$ cat src/rtl/vcq_pkg.sv
// Package vcq_pkg
// Shared kind encoding and sequencer count for the vector command dispatcher.
// Assumes the kind code equals the index of the sequencer it targets.
package vcq_pkg;
    localparam int VCQ_NSEQ   = 3;
    localparam int VCQ_KIND_W = 2;

    typedef enum logic [VCQ_KIND_W-1:0] {
        VCQ_ARITH = 2'b00,
        VCQ_LOAD  = 2'b01,
        VCQ_STORE = 2'b10,
        VCQ_BAD   = 2'b11
    } vcq_kind_e;
endpackage

$ cat src/rtl/vcq_fifo.sv
// Module vcq_fifo
// Circular command queue with a combinational head view and an occupancy level.
// Assumes the caller never pushes when full unless it pops in the same cycle,
// and never pops when empty. Synchronous active-low reset empties it.
module vcq_fifo #(
    parameter int DEPTH = 4,
    parameter int W     = 26,
    localparam int PTR_W = (DEPTH > 1) ? $clog2(DEPTH) : 1,
    localparam int LVL_W = $clog2(DEPTH + 1)
) (
    input  logic             clk,
    input  logic             rst_n,
    input  logic             push,
    input  logic [W-1:0]     wdata,
    input  logic             pop,
    output logic [W-1:0]     rdata,
    output logic             empty,
    output logic             full,
    output logic [LVL_W-1:0] level
);
    logic [W-1:0]     mem [DEPTH];
    logic [PTR_W-1:0] rd_ptr;
    logic [PTR_W-1:0] wr_ptr;
    logic [LVL_W-1:0] cnt;

    function automatic logic [PTR_W-1:0] ptr_inc(input logic [PTR_W-1:0] p);
        return (p == PTR_W'(DEPTH - 1)) ? '0 : p + 1'b1;
    endfunction

    // Pointer and level bookkeeping.
    always_ff @(posedge clk) begin
        if (!rst_n) begin
            rd_ptr <= '0;
            wr_ptr <= '0;
            cnt    <= '0;
        end else begin
            if (push) wr_ptr <= ptr_inc(wr_ptr);
            if (pop)  rd_ptr <= ptr_inc(rd_ptr);
            case ({push, pop})
                2'b10:   cnt <= cnt + 1'b1;
                2'b01:   cnt <= cnt - 1'b1;
                default: cnt <= cnt;
            endcase
        end
    end

    // Entry storage write.
    always_ff @(posedge clk) begin
        if (push) mem[wr_ptr] <= wdata;
    end

    assign rdata = mem[rd_ptr];
    assign empty = (cnt == '0);
    assign full  = (cnt == LVL_W'(DEPTH));
    assign level = cnt;

    a_r2_no_overflow: assert property (@(posedge clk) disable iff (!rst_n)
        push |-> (!full || pop));
    a_r2_no_underflow: assert property (@(posedge clk) disable iff (!rst_n)
        pop |-> !empty);
endmodule

$ cat src/rtl/vcq_seq_timer.sv
// Module vcq_seq_timer
// Busy tracker for one execution sequencer: loads the occupancy at dispatch
// and counts down. It can take new work in its last busy cycle.
// Assumes start only arrives while can_take is high.
module vcq_seq_timer #(
    parameter int OCC_W = 8
) (
    input  logic             clk,
    input  logic             rst_n,
    input  logic             start,
    input  logic [OCC_W-1:0] occ,
    output logic             busy,
    output logic             can_take
);
    logic [OCC_W-1:0] cnt;
    logic [OCC_W-1:0] load_val;

    // A zero count is stretched to one cycle.
    always_comb begin
        load_val = (occ == '0) ? OCC_W'(1) : occ;
    end

    // Remaining busy cycles.
    always_ff @(posedge clk) begin
        if (!rst_n)          cnt <= '0;
        else if (start)      cnt <= load_val;
        else if (cnt != '0)  cnt <= cnt - 1'b1;
    end

    assign busy     = (cnt != '0);
    assign can_take = (cnt <= OCC_W'(1));

    a_r7_start_only_when_free: assert property (@(posedge clk) disable iff (!rst_n)
        start |-> can_take);
    a_r7_busy_after_start: assert property (@(posedge clk) disable iff (!rst_n)
        start |=> busy);
    a_r10_short_occ_one_cycle: assert property (@(posedge clk) disable iff (!rst_n)
        (start && occ <= OCC_W'(1)) |=> can_take);
endmodule

$ cat src/rtl/vcq_head_route.sv
// Module vcq_head_route
// Decides whether the queue head goes out this cycle, and to which sequencer.
// Only the sequencer matching the head kind gates the pop; the reserved kind
// is flagged and never popped.
module vcq_head_route
    import vcq_pkg::*;
#(
    parameter int NSEQ = VCQ_NSEQ
) (
    input  logic                  clk,
    input  logic                  rst_n,
    input  logic                  head_valid,
    input  logic [VCQ_KIND_W-1:0] head_kind,
    input  logic [NSEQ-1:0]       seq_ready,
    output logic [NSEQ-1:0]       fire,
    output logic                  pop,
    output logic                  illegal
);
    genvar k;
    generate
        for (k = 0; k < NSEQ; k++) begin : g_fire
            // Dispatch strobe for sequencer k.
            always_comb begin
                fire[k] = head_valid && (head_kind == VCQ_KIND_W'(k)) && seq_ready[k];
            end
        end
    endgenerate

    // Pop and illegal-kind flag.
    always_comb begin
        pop     = |fire;
        illegal = head_valid && (head_kind == VCQ_BAD);
    end

    a_r4_single_dispatch: assert property (@(posedge clk) disable iff (!rst_n)
        $onehot0(fire));
    a_r11_illegal_held: assert property (@(posedge clk) disable iff (!rst_n)
        illegal |-> !pop);
endmodule

$ cat src/rtl/vcq_dispatcher.sv
// Module vcq_dispatcher (top)
// Queues vector commands from the scalar pipe and dispatches them in order,
// one per cycle, to arithmetic, load and store sequencers whose busy periods
// are tracked independently. Entry layout is {kind, occ, data}.
// Synchronous active-low reset.
module vcq_dispatcher
    import vcq_pkg::*;
#(
    parameter int DEPTH  = 4,
    parameter int OCC_W  = 8,
    parameter int DATA_W = 16,
    localparam int LVL_W   = $clog2(DEPTH + 1),
    localparam int ENTRY_W = VCQ_KIND_W + OCC_W + DATA_W
) (
    input  logic                       clk,
    input  logic                       rst_n,
    input  logic                       in_valid,
    output logic                       in_ready,
    input  logic [VCQ_KIND_W-1:0]      in_kind,
    input  logic [OCC_W-1:0]           in_occ,
    input  logic [DATA_W-1:0]          in_data,
    output logic [VCQ_NSEQ-1:0]        iss_valid,
    output logic [VCQ_NSEQ*DATA_W-1:0] iss_data,
    output logic [VCQ_NSEQ-1:0]        seq_busy,
    output logic [LVL_W-1:0]           q_level,
    output logic                       err_illegal
);
    logic [ENTRY_W-1:0]    head;
    logic                  q_empty;
    logic                  q_full;
    logic                  push;
    logic                  pop;
    logic [VCQ_NSEQ-1:0]   seq_ready;
    logic [VCQ_NSEQ-1:0]   fire;
    logic [VCQ_KIND_W-1:0] head_kind;
    logic [OCC_W-1:0]      head_occ;
    logic [DATA_W-1:0]     head_data;

    // Enqueue handshake; a full queue still accepts when the head leaves.
    always_comb begin
        in_ready = !q_full || pop;
        push     = in_valid && in_ready;
    end

    // Field split of the head entry.
    always_comb begin
        {head_kind, head_occ, head_data} = head;
    end

    vcq_fifo #(.DEPTH(DEPTH), .W(ENTRY_W)) u_fifo (
        .clk   (clk),
        .rst_n (rst_n),
        .push  (push),
        .wdata ({in_kind, in_occ, in_data}),
        .pop   (pop),
        .rdata (head),
        .empty (q_empty),
        .full  (q_full),
        .level (q_level)
    );

    vcq_head_route #(.NSEQ(VCQ_NSEQ)) u_route (
        .clk        (clk),
        .rst_n      (rst_n),
        .head_valid (!q_empty),
        .head_kind  (head_kind),
        .seq_ready  (seq_ready),
        .fire       (fire),
        .pop        (pop),
        .illegal    (err_illegal)
    );

    genvar k;
    generate
        for (k = 0; k < VCQ_NSEQ; k++) begin : g_seq
            vcq_seq_timer #(.OCC_W(OCC_W)) u_timer (
                .clk      (clk),
                .rst_n    (rst_n),
                .start    (fire[k]),
                .occ      (head_occ),
                .busy     (seq_busy[k]),
                .can_take (seq_ready[k])
            );
            // Payload to sequencer k, zero when it is not being dispatched.
            always_comb begin
                iss_data[k*DATA_W +: DATA_W] = fire[k] ? head_data : '0;
            end
        end
    endgenerate

    assign iss_valid = fire;

    a_r5_head_holds: assert property (@(posedge clk) disable iff (!rst_n)
        (!q_empty && !pop) |=> $stable(head));
    a_r2_ready_when_full: assert property (@(posedge clk) disable iff (!rst_n)
        (q_level == LVL_W'(DEPTH) && iss_valid == '0) |-> !in_ready);
    a_r3_full_swap: assert property (@(posedge clk) disable iff (!rst_n)
        (q_full && in_valid && pop) |=> (q_level == LVL_W'(DEPTH)));
endmodule

$ cat config.mk
export PLATFORM = sky130hd
export DESIGN_NAME = vcq_dispatcher
export DESIGN_NICKNAME = d
export VERILOG_FILES = /design/src/rtl/vcq_pkg.sv /design/src/rtl/vcq_fifo.sv /design/src/rtl/vcq_seq_timer.sv /design/src/rtl/vcq_head_route.sv /design/src/rtl/vcq_dispatcher.sv
export SDC_FILE = /design/constraint.sdc
export NUM_CORES = 1
export LEC_CHECK = 0
export ABC_CLOCK_PERIOD_IN_PS = 5900
export BUFFER_PORTS_ARGS = -buffer_cell sky130_fd_sc_hd__buf_4
export CAP_MARGIN = 0
export CORE_UTILIZATION = 50
export DETAILED_ROUTE_END_ITERATION = 16
export PLACE_DENSITY = 0.71
export SYNTH_ARGS = -nofsm -noshare
export SYNTH_HDL_FRONTEND = slang
export SYNTH_SLANG_ARGS = --single-unit
$ cat constraint.sdc
create_clock -name clk -period 5.9 [get_ports clk]
set_input_delay 0.885 -clock clk [delete_from_list [all_inputs] [get_ports clk]]
set_output_delay 0.885 -clock clk [all_outputs]
set_load 0.01 [all_outputs]
==> out/metrics.yaml <==
outcome:
  status: "finished, final reports clean"
cells_and_area:
  nets: 576
  areaGrowthSynthToFinish_pct: 22.4
  final_area_mm2: 0.00748
  drive_gt1_frac: 0.279
  antennaDiodeCount: 0
setup_path:
  path_common_cell: "buf_4"
  criticalPathCategory: "register to output pin"
  cp_slowest_cell: "mux4_2"
  crit_path_end_kind: "output pin"
  cp_top_family: "simple AND/OR/NAND/NOR gates"
  cp_max_fo: 24
  arrival_ns: 3.22
  cpPeakStageDelay_ns: 0.60
  path_cells: "mux4_2, nand2b_1, or4_1, clkinv_1, buf_4, nor3_4, nand3_1, buf_4"
  cp-start-kind: "register"
  path_buf_inv: 3
  required_ns: 5.02
grt:
  grt_overflow: 0
  grt_pass1_vias: 3818
  gr-usage-all-layers: 0.206
  grt_pass1_wl_um: 19600
  grt_start_max_net_pins: 32
  antenna_found_initial: 0
pwr:
  p_int_mw: 2.37
  p_per_area_mw_per_mm2: 464
  clkPwrFrac: 0.308
  p_sw_mw: 1.10
  ir_drop_uv: 198
  comb_power_share: 0.312
  switching_share: 0.316
  p_seq_frac: 0.380
  power_mw: 3.47
  leakagePower_nw: 2.88
yosys:
  syn_avg_cell_area_um2: 13.8
  ys_seq_area_frac: 0.619
  ys_seq_elements: 137
  syn_nets: 487
  ys_types: 48
  ys_warn_count: 0
  syn_inst: 443
  synth_area_mm2: 0.00611
timing:
  hold_slack_ns: 0.526
  tightestPinTransition_ns: 1.01
  setup_viol: 0
  slew_headroom: 0.327
  finalHoldViolCount: 0
  clock_skew_ns: 0.0104
  post-route-min-period_ns: 4.10
  layout_setup_ws_ns: 1.80
  max_freq_mhz: 244
  fin_setup_tns_ns: 0
  rsz0062_at_grt: "false"
  post-route-period-util: 0.695
  finalMaxSlewViolations: 0
routing:
  wirelength_um: 12300
  first_iter_violations: 208
  vias: 3832
  viasPerCell: 5.54
  drcViolationCount: 0
  ant_nets: 0
  route.detailed.wl_per_inst_um: 17.8
  first_pass_iters: 4
clocking:
  cts_tree: "done"
  clkSlewWorstSetupHoldPaths_ns: 0.06
  hold_buffers: 0
  cts-root-buf: "clkbuf_16"
  clk_latency_ns: 0.42
  clock_path_buffers: 2
  cts_resized: 0
  htreeDepth: 4
  cts_setup_buffers: 0
  cts_num_sinks: 137
  cts_buffers: 17
placed_design:
  dp_hpwl_um: 7910
  numPortBuffers: 87
  dp_slack_ns: 2.11
  gp_congestion: 0.794
  placed_cell_area_mm2: 0.00688
floorplan:
  fp.dieW_um: 113
  die_y_um: 113
  core_mm2: 0.0120
  initial_core_util: 0.511
  fp-row-count: 40
  pin_count: 88
  dieArea_mm2: 0.0127
min_path:
  hold_class: "register to register"
run:
  cap_violations: 0
state kept, by name (all words and copies together), names as in the netlist, named ones only:
signal / cells
u_fifo.mem: 104
g_seq.u_timer.cnt: 24
u_fifo.level: 3
u_fifo.rd_ptr: 2
u_fifo.wr_ptr: 2
tightest hold or removal path: cells and delay by family (launching register included):
family	cells	cell delay (ns)
AO/OA/AOI/OAI	1	0.08
AND/OR/NAND/NOR	1	0.06
flip-flops	1	0.32
cells in the final DEF, fill, tap and decap left out, drive strengths merged, types with 2 or more instances in the layout:
cell,count
and2,53
or3,4
edfxtp,104
xor2,8
nand4,2
clkinv,10
nor4,6
nor2,35
dfxtp,33
mux4,26
buf,96
a21oi,19
and3,2
nand3,21
bufinv,3
ha,14
inv,15
nor3,10
mux2i,4
a211oi,7
clkbuf,18
nand2,21
xnor2,9
o31ai,2
or4,4
nand2b,2
synthesized netlist by cell type (all sizes together):
cell type / instances / share of area
edfxtp: 104 / 0.51
and2: 53 / 0.054
nor2: 35 / 0.021
dfxtp: 33 / 0.11
mux4: 26 / 0.099
nand2: 21 / 0.013
nand3: 21 / 0.017
a21oi: 19 / 0.016
clkbuf: 15 / 0.0092
ha: 14 / 0.029
buf: 11 / 0.013
inv: 11 / 0.0068
nor3: 10 / 0.010
xnor2: 9 / 0.013
xor2: 8 / 0.011
a211oi: 7 / 0.0086
nor4: 6 / 0.0061
clkinv: 4 / 0.0045
mux2i: 4 / 0.0066
or3: 4 / 0.0041
or4: 4 / 0.0055
and3: 2 / 0.0020
nand2b: 2 / 0.0020
nand4: 2 / 0.0020
o31ai: 2 / 0.0025
a211o: 1 / 0.0014
a221oi: 1 / 0.0014
a22oi: 1 / 0.0012
a31oi: 1 / 0.0010
a41o: 1 / 0.0016
and4: 1 / 0.0018
fa: 1 / 0.0033
mux2: 1 / 0.0018
nand3b: 1 / 0.0012
nand4b: 1 / 0.0014
nor2b: 1 / 0.0010
nor4b: 1 / 0.0014
o2111ai: 1 / 0.0014
o211ai: 1 / 0.0012
o41a: 1 / 0.0018
or2: 1 / 0.0010
logic make-up after synthesis:
| group | share of synthesized area |
|---|---|
| adder cells (fa/ha/maj) | 0.0319 |
| multiplexers | 0.107 |
| AO/OA/AOI/OAI | 0.0379 |
| AND/OR/NAND/NOR | 0.146 |
| flip-flops | 0.619 |
| buffers and inverters | 0.0336 |
| XOR/XNOR | 0.0244 |
through the flow:
step                      utilization  cells
final                           0.625    692
after CTS                       0.625    692
after detailed placement        0.575    660
after global routing            0.625    692
after floorplan                     -    443
after global placement          0.575    660
area by class of cell:
type	instances	area (um^2)
Fill cell	892	4480
Sequential cell	137	3780
Multi-Input combinational cell	265	2120
Timing Repair Buffer	96	721
Clock buffer	18	429
Tap cell	147	184
Clock inverter	14	171
Inverter	15	68.8
metal layers:
metal	up-vias	share of wire	track usage
met5	-	0	0
met4	0	0.013	0.0702
met2	109	0.50	0.345
li1	1809	-	-
met1	1898	0.44	0.267
met3	16	0.041	0.0432
worst paths after layout:
| kind | depth (start not counted) | end | slack [ns] | from |
|---|---|---|---|---|
| setup / recovery | 8 | in_ready | 1.80 | register |
| hold reg to reg | 2 | register | 0.53 | u_fifo.rd_ptr[0] |
| setup reg to reg | 12 | u_fifo.level[1] | 2.13 | register |
| hold / removal | 2 | register | 0.53 | u_fifo.rd_ptr[0] |
power groups by stage:
stage                     Combinational [mW]  Clock (mW)  Sequential, mW
after global placement                  1.06           0            1.33
after global routing                    1.21        1.12            1.34
final                                   1.08        1.07            1.32
after floorplan                        0.826           0            1.30
after detailed placement                1.08           0            1.34
after CTS                               1.09        1.08            1.32
(Power assumes the default switching activity.)
